$ cat config.mk
export PLATFORM = sky130hd
export DESIGN_NAME = simd_diverge_stack
export DESIGN_NICKNAME = d
export VERILOG_FILES = /design/src/rtl/simd_diverge_pkg.sv /design/src/rtl/diverge_split.sv /design/src/rtl/lane_mask_stack.sv /design/src/rtl/simd_diverge_stack.sv
export SDC_FILE = /design/constraint.sdc
export NUM_CORES = 1
export LEC_CHECK = 0
export CORE_UTILIZATION = 45
export CTS_BUF_LIST = sky130_fd_sc_hd__clkbuf_2 sky130_fd_sc_hd__clkbuf_4 sky130_fd_sc_hd__clkbuf_8
export DETAILED_ROUTE_END_ITERATION = 10
export DONT_BUFFER_PORTS = 1
export GPL_ROUTABILITY_DRIVEN = 0
export PLACE_DENSITY = 0.6
export REMOVE_ABC_BUFFERS = 1
export SLEW_MARGIN = 15
export SYNTH_ARGS = -nofsm -noshare
export SYNTH_HDL_FRONTEND = slang
export SYNTH_HIERARCHICAL = 1
export SYNTH_SLANG_ARGS = --single-unit
$ cat constraint.sdc
create_clock -name clk -period 2.97 [get_ports clk]
set_clock_uncertainty 0.1 [all_clocks]
set_input_delay 0.1485 -clock clk [delete_from_list [all_inputs] [get_ports clk]]
set_output_delay 0.1485 -clock clk [all_outputs]
set_load 0.01 [all_outputs]
$ cat src/rtl/simd_diverge_pkg.sv
package simd_diverge_pkg;

  typedef enum logic [1:0] {
    BR_NONE  = 2'd0,
    BR_TAKEN = 2'd1,
    BR_FALL  = 2'd2,
    BR_SPLIT = 2'd3
  } br_kind_e;

  // Classify a branch from whether any active lane goes each way.
  function automatic br_kind_e classify(input logic any_taken, input logic any_defer);
    br_kind_e k;
    if (any_taken && any_defer) k = BR_SPLIT;
    else if (any_taken)         k = BR_TAKEN;
    else if (any_defer)         k = BR_FALL;
    else                        k = BR_NONE;
    return k;
  endfunction

endpackage

$ cat src/rtl/diverge_split.sv
module diverge_split
  import simd_diverge_pkg::*;
#(
  parameter int LANES = 4
) (
  input  logic [LANES-1:0] cur_mask,
  input  logic [LANES-1:0] cond,
  output logic [LANES-1:0] taken_mask,
  output logic [LANES-1:0] defer_mask,
  output br_kind_e         kind
);
  always_comb begin
    taken_mask = cur_mask & cond;
    defer_mask = cur_mask & ~cond;
    kind       = classify(|taken_mask, |defer_mask);
  end
endmodule

$ cat src/rtl/lane_mask_stack.sv
module lane_mask_stack #(
  parameter int WIDTH = 20,
  parameter int DEPTH = 4
) (
  input  logic             clk,
  input  logic             rst_n,
  input  logic             clr,
  input  logic             push,
  input  logic             pop,
  input  logic [WIDTH-1:0] din,
  output logic [WIDTH-1:0] top,
  output logic             empty,
  output logic             full
);
  localparam int SPW = $clog2(DEPTH + 1);

  logic [SPW-1:0]   sp;
  logic [WIDTH-1:0] entries [DEPTH];

  for (genvar i = 0; i < DEPTH; i++) begin : g_entry
    always_ff @(posedge clk) begin
      if (!rst_n)                           entries[i] <= '0;
      else if (push && !full && sp == SPW'(i)) entries[i] <= din;
    end
  end

  always_ff @(posedge clk) begin
    if (!rst_n || clr)         sp <= '0;
    else if (push && !full)    sp <= sp + 1'b1;
    else if (pop && !empty)    sp <= sp - 1'b1;
  end

  assign empty = (sp == '0);
  assign full  = (sp == SPW'(DEPTH));
  assign top   = empty ? '0 : entries[sp - 1'b1];
endmodule

$ cat src/rtl/simd_diverge_stack.sv
module simd_diverge_stack
  import simd_diverge_pkg::*;
#(
  parameter int LANES = 4,
  parameter int PC_W  = 16,
  parameter int DEPTH = LANES
) (
  input  logic             clk,
  input  logic             rst_n,
  input  logic             start_valid,
  input  logic [LANES-1:0] start_mask,
  input  logic [PC_W-1:0]  start_pc,
  input  logic             branch_valid,
  input  logic [LANES-1:0] branch_cond,
  input  logic [PC_W-1:0]  branch_target,
  input  logic [PC_W-1:0]  branch_fall_pc,
  input  logic             ret_valid,
  output logic [LANES-1:0] active_mask,
  output logic [PC_W-1:0]  next_pc,
  output logic             chunk_done
);
  localparam int ENT_W = LANES + PC_W;

  logic [LANES-1:0] mask_q;
  logic [PC_W-1:0]  pc_q;
  logic             done_q;

  logic [LANES-1:0] taken_mask, defer_mask;
  br_kind_e         kind;

  logic             ev_branch, ev_ret;
  logic             stk_push, stk_pop, stk_empty, stk_full, finish;
  logic [ENT_W-1:0] stk_top;

  diverge_split #(.LANES(LANES)) u_split (
    .cur_mask  (mask_q),
    .cond      (branch_cond),
    .taken_mask(taken_mask),
    .defer_mask(defer_mask),
    .kind      (kind)
  );

  // Priority: start over branch over return; done chunks ignore events.
  assign ev_branch = branch_valid && !start_valid && !done_q;
  assign ev_ret    = ret_valid && !branch_valid && !start_valid && !done_q;
  assign stk_push  = ev_branch && (kind == BR_SPLIT);
  assign stk_pop   = ev_ret && !stk_empty;
  assign finish    = ev_ret && stk_empty;

  lane_mask_stack #(.WIDTH(ENT_W), .DEPTH(DEPTH)) u_stack (
    .clk  (clk),
    .rst_n(rst_n),
    .clr  (start_valid),
    .push (stk_push),
    .pop  (stk_pop),
    .din  ({defer_mask, branch_fall_pc}),
    .top  (stk_top),
    .empty(stk_empty),
    .full (stk_full)
  );

  always_ff @(posedge clk) begin
    if (!rst_n) begin
      mask_q <= '0;
      pc_q   <= '0;
      done_q <= 1'b1;
    end else if (start_valid) begin
      mask_q <= start_mask;
      pc_q   <= start_pc;
      done_q <= (start_mask == '0);
    end else if (ev_branch) begin
      case (kind)
        BR_TAKEN: pc_q <= branch_target;
        BR_FALL:  pc_q <= branch_fall_pc;
        BR_SPLIT: begin
          mask_q <= taken_mask;
          pc_q   <= branch_target;
        end
        default: ;
      endcase
    end else if (stk_pop) begin
      mask_q <= stk_top[ENT_W-1:PC_W];
      pc_q   <= stk_top[PC_W-1:0];
    end else if (finish) begin
      mask_q <= '0;
      done_q <= 1'b1;
    end
  end

  assign active_mask = mask_q;
  assign next_pc     = pc_q;
  assign chunk_done  = done_q;
endmodule

======== Yosys cells after proc, flatten, opt, wreduce, memory -nomap -nowiden ========
Memory sizes are Yosys's and may differ from the RTL's.
Cells that the tools add are included.
storage, ports and cells
  register bits after elaboration ......... 24
  latch bits .............................. 0
  bits in writable memories ............... 80
  memory bits (read-only) ................. 0
  bits of input ports ..................... 61
  logic and storage cells ................. 95
  memories ................................ 1
memory list
  memory           depth  bits a word  rd ports  clocked after memory_dff  wr ports  line                   RTL
  u_stack.entries  4      20           1         0                         4         lane_mask_stack.sv:18  logic [WIDTH-1:0] entries [DEPTH];
cells by class
  add/subtract/negate cells ............... 2
  $mul .................................... 0
  divide/modulo/power cells ............... 0
  magnitude comparators ................... 0
  equal/unequal tests ..................... 11
  shifts and indexed selects .............. 0
  muxes and demuxes ....................... 36
  bitwise logic cells ..................... 7
  reduce and logical (&&, ||, !) cells .... 34
operators by type and width
  operator             count
  $mux 20              5
  $mux 16              3
  $pmux 16 s2          1
  $mux 4               5
  $mux 1               17
  $logic_and 1x1->1    15
  $and 4x4->4          2
  $reduce_or 4->1      2
  $eq 3x2->1 const B   2
  $logic_not 1->1      6
  $mux 2               3
  $mux 3               2
  $eq 2x2->1 const B   2
  $logic_not 4->1      1
  $ne 2x2->1 const B   2
  $ne 4x3->1 const B   1
  $not 4->4            1
  $or 1x1->1           4
  $reduce_and 2->1     2
  $reduce_bool 2->1    2
  $reduce_bool 4->1    1
  $add 3x1->3 const B  1
  $eq 3x1->1 const B   1
  $eq 3x3->1 const B   1
  8 further kinds      8

======== Logic depth before layout (Yosys ltp) ========
Gate-level depths: netlist of the first run.
  word-level depth ........................ 14
  depth in mapped cells ................... 10
  mapped depth without buffers ............ 8

======== Modules after synthesis ========
The synthesis of the first run kept the hierarchy.
by module, submodules not included
  module              instances  cells each  area an instance (µm²)
  lane_mask_stack     1          268         4,016.4
  simd_diverge_stack  1          175         1,611.5
  diverge_split       1          10          73.8

======== Least setup slack after synthesis of the first run ========
No wires, ideal clock.
  kind .................................... reg2reg
  start point ............................. register mask_q[1] (netlist: active_mask[1])
  end point ............................... memory u_stack.entries[3][0] (enable)
  setup time .............................. 0.394 ns
  data arrival time ....................... 2.250 ns
  data required time ...................... 2.476 ns
  setup slack ............................. 0.225 ns
  stages on the path, launching flop included .. 9
  clock period less this slack ............ 2.745 ns
  cell sequence ........................... dfxtp_1 -> and2_4 -> or4_4 -> buf_2 -> buf_1 -> and3_1 -> clkbuf_1 -> nand3_1 -> nand2_1
RTL lines
  what                    line                      RTL
  start, declared         simd_diverge_stack.sv:24  logic [LANES-1:0] mask_q;
  start signal, assigned  simd_diverge_stack.sv:68  mask_q <= start_mask;
  start signal, assigned  simd_diverge_stack.sv:76  mask_q <= taken_mask;
  start signal, assigned  simd_diverge_stack.sv:82  mask_q <= stk_top[ENT_W-1:PC_W];
  end, declared           lane_mask_stack.sv:18

======== Worst setup path after layout of the first run ========
  start point ............................. register mask_q[2] (netlist: active_mask[2])
  end point ............................... register mask_q[2] (netlist: active_mask[2])
on the way
  elaborated cells on any way between the ends .. 14
  those cells by class .................... eq/ne (2); mux (6); bitwise (2); reduce/logical (4)
RTL lines
  what                                         line                                            RTL
  $and 4x4->4 (*)                              diverge_split.sv:13                             taken_mask = cur_mask & cond;
  net taken_mask[2]                            simd_diverge_stack.sv:28                        logic [LANES-1:0] taken_mask, defer_mask;
  $reduce_or 4->1 (*)                          diverge_split.sv:15                             kind = classify(|taken_mask, |defer_mask);
  $mux 2 or $logic_and 1x1->1 (tied branches)  simd_diverge_pkg.sv:14, simd_diverge_pkg.sv:13
  $mux 2 (*)                                   simd_diverge_pkg.sv:13                          if (any_taken && any_defer) k = BR_SPLIT;
  net kind[0]                                  simd_diverge_stack.sv:29                        br_kind_e kind;
  $eq 2x2->1 (*)                               simd_diverge_stack.sv:72                        case (kind)
  $ne 3x2->1 (no line) (*)                     -
  $reduce_and 2->1 (no line) (*)               -
Mark *: on every way through the listed nets, which the timed path passes. The rest lies on a longest branch. The select of a mux whose other input is x is not followed.
A chain may end at the register's enable or synchronous reset.

==> flow_summary.yaml, run 1 <==
outcome:
  status: "completed"
critical_path:
  arrival_ns: 3.12
  crit_type: "flop to flop"
  critPathMaxFanout: 19
  cp-start-kind: "flop"
  rrSetupSlack_ns: 0.07
  required_ns: 3.19
  worstRegToRegCells: 7
  endpoint_kind: "flop"
  timing.rr.end: "active_mask[2]$_SDFFE_PN0P_"
  r2r-start: "active_mask[2]$_SDFFE_PN0P_"
sta:
  hold_violations: 0
  fmax_mhz: 345
  finalCritPeriodShare: 0.975
  finalSetupViolations: 0
  worstMarginPinSlew_ns: 0.750
  max-slew-margin-rel: 0.500
  drv_slew: 0
  rsz0062_at_grt: "false"
  layout_min_cycle_time_ns: 2.90
  setup_slack_ns: 0.0734
route:
  wl_per_cell_um: 22.0
  initialDrtViolationCount: 246
  drc: 0
  vias: 3850
  postRouteAntennaNets: 0
  dr.pass1.iters: 5
  viasPerCell: 5.77
  wl_um: 14700
floorplan:
  die-height_um: 115
  rows: 40
  ios: 82
  die_area_sq_um: 13100
  fp.dieW_um: 115
  start_util: 0.469
  core_sq_um: 12200
grt:
  grt.met3_usage: 0.0434
  grt_max_degree: 47
  grt_pass1_vias: 4066
  top_usage_layer: "met2"
  met2_usage: 0.399
  antenna_found_initial: 0
  grt_pass1_wl_um: 22800
  global_route.usage.met1: 0.309
  overflow: 0
  grt_use_total: 0.240
cells_and_area:
  fill_cells: 1026
  final_nets: 560
  area_delta_synth_final_pct: 16.7
  layout-drive-gt1-share: 0.187
  post-route-util: 0.547
  final_common_cell: "and2_1"
  layout_common_cells: "and2_1, edfxtp_1, dlygate4sd3_1"
job:
  drv_cap: 0
min_path:
  hold_end: "next_pc[7]$_SDFFE_PN0P_"
  hold_path_depth: 3
  worstHoldStart: "branch_fall_pc[7]"
  hold_path_class: "input pin to flop"
pwr:
  clockPowerShare: 0.358
  power_density_nw_per_um2: 463
  cell_internal_pwr_mw: 2.38
  p_switching_uw: 702
  p_leak_nw: 2.41
  comb_power_share: 0.107
  peakVddDrop_mv: 0.218
  p_sw_frac: 0.228
  seq_power_share: 0.535
cts:
  cts_sinks: 104
  clkTransAtPathRegs_ns: 0.10
  numCtsBuffers: 9
  cts_tree: "built"
  clk-insertion-delay-late_ns: 0.38
  post-cts-setup-buffer-count: 0
  cts_buffer_depth: 2
  root_buffer: "clkbuf_8"
  ctsHtreeMaxLevel: 3
placed_design:
  port_buffers: 0
  dp_hpwl_um: 8550
  dp_slack_ns: 0.371
synth:
  synth_area_per_cell_sq_um: 12.6
  synthCells: 452
  netlist_area_sq_um: 5700
  yosys_warnings: 6
==> worst max path at each step <==
stage | slack, ns | depth (start not counted) | end | from
after floorplan | -0.30 | 6 | next_pc[0]$_SDFFE_PN0P_ | u_stack/sp[0]$_SDFFE_PP0P_
final | 0.07 | 7 | active_mask[2]$_SDFFE_PN0P_ | active_mask[2]$_SDFFE_PN0P_
after global routing | 0.009 | 7 | active_mask[3]$_SDFFE_PN0P_ | active_mask[2]$_SDFFE_PN0P_
after global placement | 0.41 | 6 | u_stack/entries[2][16]$_SDFFCE_PN0P_ | active_mask[0]$_SDFFE_PN0P_
after CTS | 0.03 | 7 | active_mask[3]$_SDFFE_PN0P_ | active_mask[1]$_SDFFE_PN0P_
after detailed placement | 0.37 | 6 | u_stack/entries[1][1]$_SDFFCE_PN0P_ | active_mask[0]$_SDFFE_PN0P_
==> flip-flops by register name, indices dropped and copies added, names as in the netlist <==
signal and count:
u_stack/entries 80, next_pc 16, active_mask 4, u_stack/sp 3, chunk_done 1
==> stage by stage <==
step / hold slack, ns / instance area, sq um / power, mW / TNS [ns] / std cells
3_3_place_gp: 0.153 / 5860 / 1.91 / 0 / 600
2_1_floorplan: 0.137 / 5490 / 1.83 / -4.84 / 416
4_1_cts: 0.000275 / 6630 / 3.10 / 0 / 666
5_1_grt: 0.0162 / 6650 / 3.18 / 0 / 666
3_5_place_dp: 0.152 / 5860 / 1.92 / 0 / 600
6_report: 0.0147 / 6650 / 3.08 / 0 / 667
==> repair_timing <==
item                                    CTS  global route
resized for setup                         0             6
endpoints found under the hold margin    92             0
hold buffers                             50             0
endpoints found under the setup margin    0             2
==> layer usage <==
metal  wire length (um)  vias to the layer above
li1                   -                     1772
met1               6320                     1917
met2               7040                      137
met3                950                       24
met4                355                        0
met5                  0                        -
==> final cells by class <==
cell class / instances / area [sq um] / area share
Clock buffer: 11 / 151 / 0.0228
Antenna cell: 1 / 2.50 / 0.000376
Sequential cell: 104 / 2880 / 0.434
Timing Repair Buffer: 66 / 689 / 0.104
Tap cell: 168 / 210 / 0.0316
Multi-Input combinational cell: 306 / 2590 / 0.389
Clock inverter: 5 / 103 / 0.0154
Inverter: 6 / 22.5 / 0.00339
==> critical path, cell delays in order (launching register included) <==
cell,delay (ns)
dfxtp_1,0.37
and2_1,0.19
or4_4,0.55
buf_8,0.21
and4b_2,0.29
or3_4,0.40
a31oi_1,0.16
dlygate4sd3_1,0.57
==> power groups by stage <==
stage	Sequential [mW]	Clock, mW	Combinational, mW
floorplan	1.67	0	0.156
global placement	1.68	0	0.232
detailed placement	1.68	0	0.236
CTS	1.65	1.12	0.324
global route	1.66	1.18	0.351
finish	1.65	1.10	0.330
No activity file was read; power rests on OpenSTA's default activity.
==> run 2: changes to the inputs <==
Settings changed: CORE_MARGIN from default to 4, CTS_BUF_LIST sky130_fd_sc_hd__clkbuf_2 sky130_fd_sc_hd__clkbuf_4 sky130_fd_sc_hd__clkbuf_8 to sky130_fd_sc_hd__clkbuf_8 sky130_fd_sc_hd__clkbuf_16.
==> run 2 against run 1 <==
First-iteration DRC count rose by 30%. Core utilization fell by 0.51 points. Total power rose by 4.9%. Critical path type unchanged. Largest cell class unchanged.
==> flow_summary.yaml, run 2 (synthesized netlist as in run 1, its figures left out) <==
pwr:
  p_leak_nw: 2.40
  peakVddDrop_mv: 0.341
  power_density_nw_per_um2: 489
outcome:
  status: "completed"
critical_path:
  startpoint: "active_mask[2]$_SDFFE_PN0P_"
  critPathMaxFanout: 20
  crit_type: "flop to flop"
  cp-start-kind: "flop"
  arrival_ns: 2.67
  path_cells: "and2_1 -> or4_4 -> and3_1 -> nor2b_2 -> and3_1 -> and2_1"
  required_ns: 2.97
  slowest_stage: "or4_4"
  endpoint_kind: "flop"
  crit_path_max_incr_delay_ns: 0.63
  crit_family: "simple AND/OR/NAND/NOR gates"
  r2r-start: "active_mask[2]$_SDFFE_PN0P_"
  cp_num_buf_inv: 0
floorplan:
  core_sq_um: 12200
  die_area_sq_um: 14500
  rows: 40
  fp.dieW_um: 121
  start_util: 0.467
  die-height_um: 121
  ios: 82
cts:
  cts_buffer_depth: 2
  numCtsBuffers: 9
  clk-insertion-delay-late_ns: 0.35
  clkTransAtPathRegs_ns: 0.07
  cts_sinks: 104
  ctsResizeCount: 0
  root_buffer: "clkbuf_16"
  ctsHtreeMaxLevel: 3
  post-cts-setup-buffer-count: 0
  cts_hold_buf: 41
  cts_tree: "built"
cells_and_area:
  fill_cells: 1069
  final_nets: 554
  area_delta_synth_final_pct: 16.1
  final_common_cell: "and2_1"
  fin_area_sq_um: 6620
  largest_reg_flops: 80
  layout_common_cells: "and2_1, edfxtp_1, nor2b_1"
  n_antenna_cell: 0
  largest-register: "u_stack/entries"
  layout-drive-gt1-share: 0.187
grt:
  antenna_found_initial: 0
  grt_max_degree: 47
  overflow: 0
  grt_pass1_wl_um: 22600
  grt_use_total: 0.203
  grt_pass1_vias: 4035
sta:
  hold_violations: 0
  finalSetupViolations: 0
  drv_slew: 0
  layout_min_cycle_time_ns: 2.67
  hold-worst-slack_ns: 0.0323
  max-slew-margin-rel: 0.512
  rsz0062_at_grt: "false"
  finalCritPeriodShare: 0.899
  worstMarginPinSlew_ns: 0.733
  setup_slack_ns: 0.299
  fmax_mhz: 374
placed_design:
  dp_slack_ns: 0.293
  placed_area_sq_um: 5870
  port_buffers: 0
  dp_hpwl_um: 8940
route:
  viasPerCell: 5.76
  wl_per_cell_um: 21.6
  drc: 0
  wl_um: 14300
  dr.pass1.iters: 4
  vias: 3799
  postRouteAntennaNets: 0
  initialDrtViolationCount: 319
min_path:
  hold_path_class: "input pin to flop"
  worstHoldStart: "branch_fall_pc[6]"
job:
  drv_cap: 0
## run 2: power breakdown
part           switching, mW  leakage [nW]  internal (mW)  total [mW]
Combinational          0.163          1.23          0.150       0.312
Clock                  0.537         0.151          0.740        1.28
Sequential            0.0309          1.03           1.61        1.65
## run 2: metrics by stage
| step | util | cells | setup TNS [ns] | power [mW] |
|---|---|---|---|---|
| 6_report | 0.542 | 660 | 0 | 3.23 |
| 5_1_grt | 0.542 | 660 | 0 | 3.36 |
| 4_1_cts | 0.542 | 660 | 0 | 3.27 |
| 3_5_place_dp | 0.480 | 603 | 0 | 1.92 |
| 3_3_place_gp | 0.480 | 603 | 0 | 1.91 |
| 2_1_floorplan | - | 416 | -4.84 | 1.83 |
## run 2: worst paths after layout
check | endpoint | slack [ns] | cells after the start
hold / removal | next_pc[6]$_SDFFE_PN0P_ | 0.03 | 3
hold reg to reg | u_stack/sp[0]$_SDFFE_PP0P_ | 0.48 | 3
setup / recovery | u_stack/entries[2][17]$_SDFFCE_PN0P_ | 0.30 | 6
setup reg to reg | u_stack/entries[2][17]$_SDFFCE_PN0P_ | 0.30 | 6
## run 2: routing by layer
layer	global-route usage	share of wire	vias to the layer above
li1	-	-	1764
met1	0.272	0.44	1927
met2	0.343	0.50	103
met3	0.0444	0.053	5
met4	0.0404	0.0071	0
met5	0	0	-
## run 2: area by class of cell
class,instances,area [sq um],area share
clock buffer,9,225,0.0340
clock inverter,7,95.1,0.0144
inverter,6,22.5,0.00340
multi-input combinational,306,2580,0.390
sequential,104,2880,0.436
tap,168,210,0.0318
timing repair buffer,60,598,0.0904
## run 2: tightest hold or removal path, stage by stage
cell	delay [ns]
mux2_2	0.12
mux2i_1	0.06
o211ai_2	0.12
